**src/rtl/spi_cfg_pkg.sv**
```systemverilog
package spi_cfg_pkg;
    localparam int FRAME_LEN = 24;
    localparam int HDR_LEN   = 16;
    localparam int DATA_LEN  = 8;
    localparam int ADDR_LEN  = 12;
    // header bit positions (counted inside the 16-bit header)
    localparam int B_RW = 15;
    localparam int B_M  = 14;
    localparam int B_P  = 13;
    localparam int B_CH = 12;

    typedef enum logic [2:0] {
        K_NONE,
        K_PSEL,
        K_DIG,
        K_DEC,
        K_PDET
    } kind_e;
endpackage

```
**src/rtl/spi_cfg_shifter.sv**
```systemverilog
module spi_cfg_shifter import spi_cfg_pkg::*; (
    input  logic                clk,
    input  logic                rst_n,
    input  logic                sclk_i,
    input  logic                sen_n_i,
    input  logic                sdin_i,
    input  logic [DATA_LEN-1:0] rd_byte_i,
    output logic [HDR_LEN-1:0]  hdr_o,
    output logic                hdr_ok_o,
    output logic                commit_o,
    output logic [DATA_LEN-1:0] data_o,
    output logic                sdout_o
);
    localparam int CNT_W = $clog2(FRAME_LEN + 1);
    localparam int SEL_W = $clog2(DATA_LEN);

    typedef struct packed {
        logic                 sclk_m, sclk_s, sclk_p;
        logic                 sen_m, sen_s;
        logic                 sdin_m, sdin_s;
        logic [CNT_W-1:0]     cnt;
        logic [FRAME_LEN-1:0] sh;
        logic [HDR_LEN-1:0]   hdr;
        logic                 commit;
        logic                 sdout;
    } sh_st_t;

    sh_st_t q, d;
    logic rise, fall;
    logic [SEL_W-1:0] bit_sel;

    always_comb begin
        d        = q;
        d.commit = 1'b0;
        d.sclk_m = sclk_i;  d.sclk_s = q.sclk_m;  d.sclk_p = q.sclk_s;
        d.sen_m  = sen_n_i; d.sen_s  = q.sen_m;
        d.sdin_m = sdin_i;  d.sdin_s = q.sdin_m;
        rise     = q.sclk_s & ~q.sclk_p;
        fall     = ~q.sclk_s & q.sclk_p;
        bit_sel  = SEL_W'(CNT_W'(FRAME_LEN - 1) - q.cnt);
        if (q.sen_s) begin
            d.cnt   = '0;
            d.sdout = 1'b0;
        end else begin
            if (rise && q.cnt < CNT_W'(FRAME_LEN)) begin
                d.sh  = {q.sh[FRAME_LEN-2:0], q.sdin_s};
                d.cnt = q.cnt + 1'b1;
                if (q.cnt == CNT_W'(HDR_LEN - 1))
                    d.hdr = {q.sh[HDR_LEN-2:0], q.sdin_s};
                if (q.cnt == CNT_W'(FRAME_LEN - 1))
                    d.commit = 1'b1;
            end
            if (fall) begin
                if (q.cnt >= CNT_W'(HDR_LEN) && q.cnt < CNT_W'(FRAME_LEN))
                    d.sdout = rd_byte_i[bit_sel];
                else
                    d.sdout = 1'b0;
            end
        end
    end

    always_ff @(posedge clk or negedge rst_n) begin
        if (!rst_n) begin
            q       <= '0;
            q.sen_m <= 1'b1;
            q.sen_s <= 1'b1;
        end else begin
            q <= d;
        end
    end

    assign hdr_o    = q.hdr;
    assign hdr_ok_o = (q.cnt >= CNT_W'(HDR_LEN));
    assign commit_o = q.commit;
    assign data_o   = q.sh[DATA_LEN-1:0];
    assign sdout_o  = q.sdout;

    a_r8_sdout_quiet_header: assert property (@(posedge clk) disable iff (!rst_n)
        (q.cnt < CNT_W'(HDR_LEN)) |-> !q.sdout);
    a_r2_commit_at_last_bit: assert property (@(posedge clk) disable iff (!rst_n)
        q.commit |-> (q.cnt == CNT_W'(FRAME_LEN)));
    a_r2_commit_single: assert property (@(posedge clk) disable iff (!rst_n)
        q.commit |=> !q.commit);
    a_r1_count_bounded: assert property (@(posedge clk) disable iff (!rst_n)
        q.cnt <= CNT_W'(FRAME_LEN));
endmodule

```
**src/rtl/spi_cfg_decode.sv**
```systemverilog
module spi_cfg_decode import spi_cfg_pkg::*; #(
    parameter int               OFS_W     = 2,
    parameter int               PAGE_W    = 2,
    parameter int               NUM_PAGES = 2,
    parameter logic [11:0]      PSEL_ADDR = 12'h010,
    parameter int               IDX_W     = 4
) (
    input  logic [HDR_LEN-1:0] hdr_i,
    input  logic [PAGE_W-1:0]  page_i,
    output kind_e              kind_o,
    output logic [IDX_W-1:0]   idx_o
);
    logic                rw, m, p, ch;
    logic [ADDR_LEN-1:0] addr;
    logic [OFS_W-1:0]    ofs;
    logic                paged_ofs_ok, dir_ofs_ok;

    always_comb begin
        rw           = hdr_i[B_RW];
        m            = hdr_i[B_M];
        p            = hdr_i[B_P];
        ch           = hdr_i[B_CH];
        addr         = hdr_i[ADDR_LEN-1:0];
        ofs          = addr[OFS_W-1:0];
        paged_ofs_ok = (addr[ADDR_LEN-1:OFS_W] == '0);
        dir_ofs_ok   = (addr[9:OFS_W] == '0);
        kind_o       = K_NONE;
        idx_o        = '0;
        if (!m) begin
            if (!rw && addr == PSEL_ADDR)
                kind_o = K_PSEL;
        end else if (p) begin
            if (paged_ofs_ok && int'(page_i) < NUM_PAGES) begin
                kind_o = K_DIG;
                // channel index 0 = A (CH=1), 1 = B (CH=0)
                idx_o  = IDX_W'({page_i, ~ch, ofs});
            end
        end else if (ch && !rw && dir_ofs_ok) begin
            kind_o = addr[10] ? K_PDET : K_DEC;
            idx_o  = IDX_W'({addr[11], ofs});
        end
    end
endmodule

```
**src/rtl/spi_cfg_regs.sv**
```systemverilog
module spi_cfg_regs import spi_cfg_pkg::*; #(
    parameter int OFS_W     = 2,
    parameter int PAGE_W    = 2,
    parameter int NUM_PAGES = 2,
    parameter int IDX_W     = 4
) (
    input  logic                                 clk,
    input  logic                                 rst_n,
    input  logic                                 commit_i,
    input  logic                                 hdr_ok_i,
    input  logic                                 rw_i,
    input  kind_e                                kind_i,
    input  logic [IDX_W-1:0]                     idx_i,
    input  logic [DATA_LEN-1:0]                  data_i,
    output logic [DATA_LEN-1:0]                  rd_byte_o,
    output logic [PAGE_W-1:0]                    page_o,
    output logic [2*(1<<OFS_W)-1:0][DATA_LEN-1:0] dec_o,
    output logic [2*(1<<OFS_W)-1:0][DATA_LEN-1:0] pdet_o
);
    localparam int REGS  = 1 << OFS_W;
    localparam int DIR_N = 2 * REGS;
    localparam int DIG_N = NUM_PAGES * DIR_N;

    typedef struct packed {
        logic [PAGE_W-1:0]                page;
        logic [DIG_N-1:0][DATA_LEN-1:0]   dig;
        logic [DIR_N-1:0][DATA_LEN-1:0]   dec;
        logic [DIR_N-1:0][DATA_LEN-1:0]   pdet;
    } rf_st_t;

    rf_st_t q, d;

    always_comb begin
        d = q;
        if (commit_i && !rw_i) begin
            unique case (kind_i)
                K_PSEL:  d.page                = data_i[PAGE_W-1:0];
                K_DIG:   d.dig[idx_i]          = data_i;
                K_DEC:   d.dec[idx_i[OFS_W:0]]  = data_i;
                K_PDET:  d.pdet[idx_i[OFS_W:0]] = data_i;
                default: ;
            endcase
        end
    end

    always_ff @(posedge clk or negedge rst_n) begin
        if (!rst_n) q <= '0;
        else        q <= d;
    end

    assign rd_byte_o = (hdr_ok_i && rw_i && kind_i == K_DIG) ? q.dig[idx_i] : '0;
    assign page_o    = q.page;
    assign dec_o     = q.dec;
    assign pdet_o    = q.pdet;

    a_r2_store_quiet: assert property (@(posedge clk) disable iff (!rst_n)
        !commit_i |=> $stable(q));
    a_r10_read_keeps_store: assert property (@(posedge clk) disable iff (!rst_n)
        (commit_i && rw_i) |=> $stable(q));
    a_r5_page_range: assert property (@(posedge clk) disable iff (!rst_n)
        (kind_i == K_DIG) |-> (int'(idx_i) < DIG_N));
endmodule

```
**src/rtl/spi_cfg_port.sv**
```systemverilog
module spi_cfg_port import spi_cfg_pkg::*; #(
    parameter int          OFS_W     = 2,
    parameter int          PAGE_W    = 2,
    parameter int          NUM_PAGES = 2,
    parameter logic [11:0] PSEL_ADDR = 12'h010
) (
    input  logic                          clk,
    input  logic                          rst_n,
    input  logic                          sclk,
    input  logic                          sen_n,
    input  logic                          sdin,
    output logic                          sdout,
    output logic [2*(1<<OFS_W)*8-1:0]     dec_cfg,
    output logic [2*(1<<OFS_W)*8-1:0]     pdet_cfg
);
    localparam int REGS  = 1 << OFS_W;
    localparam int DIR_N = 2 * REGS;
    localparam int IDX_W = $clog2(NUM_PAGES * DIR_N);

    logic [HDR_LEN-1:0]              hdr;
    logic                            hdr_ok, commit;
    logic [DATA_LEN-1:0]             wdata, rd_byte;
    kind_e                           kind;
    logic [IDX_W-1:0]                idx;
    logic [PAGE_W-1:0]               page;
    logic [DIR_N-1:0][DATA_LEN-1:0]  dec_w, pdet_w;

    spi_cfg_shifter u_shift (
        .clk(clk), .rst_n(rst_n), .sclk_i(sclk), .sen_n_i(sen_n), .sdin_i(sdin),
        .rd_byte_i(rd_byte), .hdr_o(hdr), .hdr_ok_o(hdr_ok), .commit_o(commit),
        .data_o(wdata), .sdout_o(sdout)
    );

    spi_cfg_decode #(
        .OFS_W(OFS_W), .PAGE_W(PAGE_W), .NUM_PAGES(NUM_PAGES),
        .PSEL_ADDR(PSEL_ADDR), .IDX_W(IDX_W)
    ) u_dec (
        .hdr_i(hdr), .page_i(page), .kind_o(kind), .idx_o(idx)
    );

    spi_cfg_regs #(
        .OFS_W(OFS_W), .PAGE_W(PAGE_W), .NUM_PAGES(NUM_PAGES), .IDX_W(IDX_W)
    ) u_regs (
        .clk(clk), .rst_n(rst_n), .commit_i(commit), .hdr_ok_i(hdr_ok),
        .rw_i(hdr[B_RW]), .kind_i(kind), .idx_i(idx), .data_i(wdata),
        .rd_byte_o(rd_byte), .page_o(page), .dec_o(dec_w), .pdet_o(pdet_w)
    );

    assign dec_cfg  = dec_w;
    assign pdet_cfg = pdet_w;
endmodule

```
**config.mk**
```make
export PLATFORM = sky130hd
export DESIGN_NAME = spi_cfg_port
export DESIGN_NICKNAME = d
export VERILOG_FILES = /design/src/rtl/spi_cfg_pkg.sv /design/src/rtl/spi_cfg_shifter.sv /design/src/rtl/spi_cfg_decode.sv /design/src/rtl/spi_cfg_regs.sv /design/src/rtl/spi_cfg_port.sv
export SDC_FILE = /design/constraint.sdc
export NUM_CORES = 1
export LEC_CHECK = 0
export ABC_CLOCK_PERIOD_IN_PS = 3550
export CAP_MARGIN = 20
export CORE_MARGIN = 2
export CORE_UTILIZATION = 64
export CTS_CLUSTER_DIAMETER = 80
export DETAILED_ROUTE_END_ITERATION = 10
export DONT_BUFFER_PORTS = 1
export MAX_ROUTING_LAYER = met4
export PLACE_DENSITY = 0.8
export RECOVER_POWER = 100
export SYNTH_ARGS = -nofsm -noshare
export SYNTH_HDL_FRONTEND = slang
export SYNTH_SLANG_ARGS = --single-unit
export TNS_END_PERCENT = 50
```
**constraint.sdc**
```tcl
create_clock -name clk -period 3.55 [get_ports clk]
set_input_delay 0.1775 -clock clk [delete_from_list [all_inputs] [get_ports clk]]
set_output_delay 0.1775 -clock clk [all_outputs]
set_load 0.02 [all_outputs]
```
# Yosys cells after proc, flatten, opt, wreduce, memory -nomap -nowiden
# Cells that the tools add are included.
classes:
  n_addsub: 2
  order_cmp: 8
  n_eq_ne: 7
  reduce_logical: 22
  n_mux: 30
  bitwise: 6
ops:
  columns: ["cell", "count"]
  rows:
  - ["$bwmux W128", 1]
  - ["$bwmux W64", 2]
  - ["$mux W46", 1]
  - ["$bmux W8 S4", 1]
  - ["$demux W8 S4", 1]
  - ["$mux W8", 4]
  - ["$demux W8 S3", 1]
  - ["$mux W16", 1]
  - ["$mux W3", 5]
  - ["$eq A12 B5 Y1 const B", 1]
  - ["$mux W4", 3]
  - ["$logic_and A1 B1 Y1", 11]
  - ["$logic_not A10 Y1", 1]
  - ["$reduce_and A2 Y1", 5]
  - ["$logic_not A8 Y1", 1]
  - ["$lt A3 B4 Y1 const B", 2]
  - ["$mux W1", 7]
  - ["$eq A3 B2 Y1 const B", 2]
  - ["$add A5 B1 Y5 const B", 1]
  - ["$eq A5 B4 Y1 const B", 1]
  - ["$eq A5 B5 Y1 const B", 1]
  - ["$ge A5 B5 Y1 const B", 1]
  - ["$lt A4 B5 Y1 const B", 1]
  - ["$lt A5 B5 Y1 const B", 1]
  - ["other kinds (14)", 19]
totals:
  output_inout_bits: 129
  regBits: 312

# Depth between registers and ports, before layout
logic_depth:
  depth_word: 14
  ltp_mapped: 11
  depth_no_buf: 8

# Hierarchy
# From an unflattened synthesis, not the netlist that was laid out.
hier_totals:
  hier_cells: 974
  area_unflattened_um2: 14118.5
by_module_without_submodules:
  columns: ["module", "area_each_um2", "instances", "cells_per_inst"]
  rows:
  - ["spi_cfg_regs", 11949.0, 1, 802]
  - ["spi_cfg_shifter", 1996.9, 1, 147]
  - ["spi_cfg_decode", 172.7, 1, 25]

# Worst setup path after synthesis
# No wires, ideal clock.
synth_timing:
  path_kind: "reg-to-reg"
  start: "register u_shift.q (netlist bit u_shift.hdr_o[11])"
  end: "register u_shift.q (netlist bit u_shift.sdout_o)"
  synth_period_minus_slack_ns: 3.043
  setup_ns: 0.087
  required_time_ns: 3.463
  path_slack_ns: 0.507
  n_path_buf: 1
  stages_incl_launch_ff: 10
  arrival_ns: 2.956
  path_cell_list: "dfrtp_1 -> or4b_1 -> buf_2 -> a2111o_4 -> nor2_8 -> a2bb2oi_1 -> o21ai_1 -> or4_1 -> a32o_1 -> a211oi_2"
synth_between:
  elab_chain_len: 13
  word_cells_on_any_way: 22
synth_rtl:
  columns: ["element", "line_no", "rtl"]
  rows:
  - ["start: declaration", "spi_cfg_shifter.sv:28", "sh_st_t q, d;"]
  - ["$logic_not A10 Y1", "spi_cfg_decode.sv:25", "paged_ofs_ok = (addr[ADDR_LEN-1:OFS_W] == '0);"]
  - ["$logic_and A1 B1 Y1", "spi_cfg_decode.sv:33", "if (paged_ofs_ok && int'(page_i) < NUM_PAGES) begin"]
  - ["$mux W4 / $mux W2 (equally long branches)", "spi_cfg_decode.sv:33", null]
  - ["$mux W4 / $mux W3 (equally long branches)", "spi_cfg_decode.sv:32", "end else if (p) begin"]
  - ["$mux W4 / $mux W3 (equally long branches)", "spi_cfg_decode.sv:29", "if (!m) begin"]
  - ["$bmux W8 S4 / $eq A3 B2 Y1 (equally long branches)", "spi_cfg_regs.sv:51", "assign rd_byte_o = (hdr_ok_i && rw_i && kind_i == K_DIG) ? q.dig[idx_i] : '0;"]
  - ["$mux W8 (not written as such) / $logic_and A1 B1 Y1 (equally long branches)", "spi_cfg_regs.sv:51", null]
  - ["$mux W8 (*)", "spi_cfg_regs.sv:51", null]
  - ["$bmux W1 S3 (*)", "spi_cfg_shifter.sv:55", "d.sdout = rd_byte_i[bit_sel];"]
  - ["$mux W1 (not written as such) (*)", "spi_cfg_shifter.sv:55", null]
  - ["$mux W1 (*)", "spi_cfg_shifter.sv:54", "if (q.cnt >= CNT_W'(HDR_LEN) && q.cnt < CNT_W'(FRAME_LEN))"]
  - ["$mux W1 (*)", "spi_cfg_shifter.sv:53", "if (fall) begin"]
  - ["$mux W1 (*)", "spi_cfg_shifter.sv:41", "if (q.sen_s) begin"]
# Every way passes the cells marked *; elsewhere a longest branch is shown, timed or not. The select of a mux whose other input is x is not followed.
# A chain may end at the register's enable or synchronous reset.

# Final worst setup path
layout_timing:
  start: "register u_shift.q (netlist bit u_shift.hdr_o[11])"
  end: "register u_regs.q (netlist bit u_regs.pdet_o[53])"
layout_between:
  elab_chain_len: 10
  word_cells_on_any_way: 20
layout_rtl:
  columns: ["element", "line_no", "rtl"]
  rows:
  - ["$logic_not A10 Y1", "spi_cfg_decode.sv:25", null]
  - ["$logic_and A1 B1 Y1", "spi_cfg_decode.sv:33", null]
  - ["$mux W4", "spi_cfg_decode.sv:33", null]
  - ["$mux W4", "spi_cfg_decode.sv:32", null]
  - ["$mux W4", "spi_cfg_decode.sv:29", null]
  - ["$lt A3 B4 Y1 (not written as such) / $ge A3 B1 Y1 (equally long branches)", "spi_cfg_regs.sv:40", "K_PDET: d.pdet[idx_i[OFS_W:0]] = data_i;"]
  - ["$logic_and A1 B1 Y1 (not written as such)", "spi_cfg_regs.sv:40", null]
  - ["$mux W8 (not written as such)", "spi_cfg_regs.sv:40", null]
  - ["$demux W8 S3", null, null]
  - ["$bwmux W64", "spi_cfg_regs.sv:40", null]
  - ["end signal: assignment", "spi_cfg_regs.sv:47", "if (!rst_n) q <= '0;"]
  - ["end signal: assignment", "spi_cfg_regs.sv:48", "else q <= d;"]
  - ["end: declaration", "spi_cfg_regs.sv:31", "rf_st_t q, d;"]
# Parallel ways exist; a longest one is shown, timed or not.

==> qor.tcl <==
set qor(route.final.wire_length_mm) 31.36
set qor(num-fill-cells) 1575
set qor(levels_on_crit_path) 8
set qor(die_h_um) 151.8
set qor(detail_route.drc_violations) 0
set qor(highest_delay_cell_along_the_critical_path) {sky130_fd_sc_hd__or4b_1}
set qor(synth_top_family_by_area) {multiplexers}
set qor(dieArea_um2) 23040
set qor(synthesis.area_um2) 13980
set qor(global_route_wire_length_before_repair_mm) 47.18
set qor(worstPathCellList) {or4b_1, a2111oi_4, buf_4, nand2_1, clkbuf_2, nor3_1, clkbuf_1, mux2_2}
set qor(synth_sequential_area_ratio_pct) 54.26
set qor(routed_wire_length_per_instance_um) 24.65
set qor(yosys-mux-area-fraction_pct) 25.84
set qor(postSynthCellCount) 1069
set qor(layout-drive-gt1-share_pct) 40.32
set qor(die-width_um) 151.8
set qor(post-place-ws_ps) 252.1
set qor(place_inst) 1214
set qor(num_antenna_cells) 0
set qor(cts.repair_timing.setup_buffer_count) 0
set qor(yosys_warnings) 0
set qor(multi_input_comb_area_um2) 5186
set qor(yosysTopAreaCellShare_pct) 53.88
set qor(cpPeakStageDelay_ps) 710
set qor(holdCritPathClass) {input pin to async pin}
set qor(clock_latency_ps) 560
set qor(fmaxAchievable_ghz) 0.2977
set qor(final.setup.tns_ps) 0
set qor(total_routing_usage_reported_by_global_routing_pct) 27.91
set qor(leakagePower_nw) 7.067
set qor(tightest_slew_ps) 953.0
set qor(grt_util_met3_pct) 5.868
set qor(synth.area.top_cells) {sky130_fd_sc_hd__dfrtp_1 (54%), sky130_fd_sc_hd__mux2_2 (24%), sky130_fd_sc_hd__buf_4 (6.9%), sky130_fd_sc_hd__mux2i_1 (1.4%), sky130_fd_sc_hd__nand2_1 (1.1%)}
set qor(ys_async_sr_fraction_pct) 100.0
set qor(endpoint_kind) {register}
set qor(synth_compound_area_share_pct) 4.869
set qor(worst-path-max-fanout) 13
set qor(grt_util_met1_pct) 37.68
set qor(cellPowerDensity_nw_per_um2) 507.8
set qor(grt_start_max_net_pins) 304
set qor(clock-root-buffer) {sky130_fd_sc_hd__clkbuf_16}
set qor(setup_viol_count_final) 0
set qor(drtIter0Drc) 665
set qor(placer_congestion_estimate) 1.045
set qor(start_util_pct) 64.66
set qor(tritoncts.num_buffers) 30
set qor(tritoncts) {built}
set qor(synthesis.area_per_instance_um2) 13.08
set qor(finalCritPeriodShare_pct) 94.63
set qor(synth_fp_nets) 1077
set qor(post-synth-top-count-cell) {sky130_fd_sc_hd__mux2_2}
set qor(grt_overflow) 0
set qor(cts_max_path_buffers) 3
set qor(synth_area_leader_cell) {sky130_fd_sc_hd__dfrtp_1}
set qor(slew_headroom_pct) 36.46
set qor(core_um2) 21620
set qor(detailroute.via_count) 8006
set qor(cts.sinks) 303
set qor(row_count) 54
set qor(max-vdd-ir-drop_mv) 0.6557
set qor(grt_busiest_layer) {met2}
set qor(critPathLaunchType) {register}
set qor(path_clk_slew_ps) 60
set qor(placed_area_um2) 13530
set qor(ant_nets) 0
set qor(finalNetCount) 977
set qor(final_cells) 1272
set qor(report.final.slew_viol_count) 0
set qor(post_cts_resize_count) 0
set qor(violated_checks) {hold timing}
set qor(final.setup.worst_slack_ps) 190.6
set qor(worst-setup-path-type) {register to register}
set qor(detailed_place_hpwl_mm) 20.39
set qor(rr_worst_depth) 8
set qor(finalHoldViolations) 303
set qor(synth_flop_cell) {sky130_fd_sc_hd__dfrtp_1}
set qor(crit_arrival_ps) 3800
set qor(postCtsHoldBufs) 3
set qor(power_mw) 7.359
set qor(finalCriticalPeriod_ps) 3359
set qor(synth-xor-area-share_pct) 0.1880
set qor(post-route-cell-area_um2) 14490
set qor(area_growth_syn_to_layout_pct) 3.661
set qor(ys_seq_elements) 303
set qor(synth.top_cells.by_count) {sky130_fd_sc_hd__mux2_2 (303), sky130_fd_sc_hd__dfrtp_1 (301), sky130_fd_sc_hd__buf_4 (129)}
set qor(ys_types) 70
set qor(wp_buf_inv) 3
set qor(holdWs_ps) -685.6
set qor(detail_route.vias_per_cell) 6.294
set qor(critical-path-top-delay-family) {simple AND/OR/NAND/NOR gates}
set qor(groute.layer.met2.usage_pct) 43.00
set qor(clock-skew-final_ps) 5.959
set qor(rsz0062_at_grt) {false}
set qor(ff2ff_setup_slack_ps) 190
set qor(synthAdderAreaFrac_pct) 0.2685
set qor(grt_pass1_vias) 8002
set qor(port_buffers) 0
set qor(post_synth_and_or_nand_nor_area_fraction_pct) 6.041
set qor(run_status) {finished with violations}
set qor(regArea_um2) 7586
set qor(max_cap_violations) 0
set qor(htree_levels) 1
set qor(initial_antenna_violation_count) 0
set qor(floorplan.io_pins) 134
set qor(worstPathRequired_ps) 3990
set qor(dr.pass1.iters) 5
set qor(synth-edff-count) 0
path summary, 6_finish.rpt:
path / to / from
max in group asynchronous: u_shift.hdr_o[1] / rst_n
setup / recovery: u_regs.pdet_o[53] / u_shift.hdr_o[11]
hold / removal: u_regs.dec_o[3] / rst_n
min in group clk: u_shift.d[49] / sen_n
setup reg to reg: u_regs.pdet_o[53] / u_shift.hdr_o[11]
hold reg to reg: u_shift.d[51] / u_shift.d[52]
metrics by stage:
stage / hold WS [ps] / util (%)
floorplan: -118.1 / -
detailed placement: -111.6 / 62.60
global route: -710.3 / 67.03
global placement: -109.8 / 62.60
CTS: -699.0 / 67.44
finish: -685.6 / 67.03
power by group:
part,total (mW),internal [mW],switching (mW)
Combinational,0.492,0.106,0.386
Sequential,3.67,3.50,0.168
Clock,3.20,1.89,1.31
Total,7.36,5.49,1.86
cells by family after synthesis:
kind of cell / Yosys count
compound gates: 91
flops: 303
simple gates: 158
xor+xnor: 3
mux: 323
buf+inv: 188
fa+ha+maj: 3
cells in the final DEF, fill, tap and decap left out, types with 5 or more instances in the layout:
cell type / instances
sky130_fd_sc_hd__mux2_2: 302
sky130_fd_sc_hd__dfrtp_1: 300
sky130_fd_sc_hd__nand2_1: 40
sky130_fd_sc_hd__nor2_1: 40
sky130_fd_sc_hd__clkbuf_16: 30
sky130_fd_sc_hd__clkbuf_1: 22
sky130_fd_sc_hd__buf_4: 22
sky130_fd_sc_hd__mux2i_1: 20
sky130_fd_sc_hd__a21oi_1: 20
sky130_fd_sc_hd__o21ai_0: 13
sky130_fd_sc_hd__and3_1: 10
sky130_fd_sc_hd__nand3_1: 10
sky130_fd_sc_hd__nor3_1: 9
sky130_fd_sc_hd__clkbuf_8: 9
sky130_fd_sc_hd__inv_1: 7
sky130_fd_sc_hd__nor2b_1: 7
sky130_fd_sc_hd__clkbuf_2: 6
sky130_fd_sc_hd__nand4_1: 5
sky130_fd_sc_hd__o22ai_1: 5
sky130_fd_sc_hd__a22oi_1: 5
final cells by class:
cell class	count	area share, %
clock buffers	45	6.191
well taps	280	2.418
clock inverters	10	0.8289
inverters	7	0.1813
flip-flops and latches	303	52.35
multi-input cells	578	35.79
repair buffers	49	2.245
per-layer routing:
| metal | vias up | part of all wire (%) |
|---|---|---|
| li1 | 3458 | - |
| met1 | 4140 | 43 |
| met2 | 325 | 46 |
| met3 | 83 | 7.8 |
| met4 | 0 | 3.4 |
| met5 | - | 0 |
sequential cells by signal, summed over array words and instances (netlist names):
| signal | count |
|---|---|
| u_regs.q | 128 |
| u_regs.dec_o | 64 |
| u_regs.pdet_o | 64 |
| u_shift.hdr_o | 16 |
| u_shift.q | 15 |
| u_shift.data_o | 8 |
| u_shift.d | 4 |
| u_regs.page_o | 2 |
| u_shift.commit_o | 1 |
| u_shift.sdout_o | 1 |
Power figures use the tool's default switching activity.
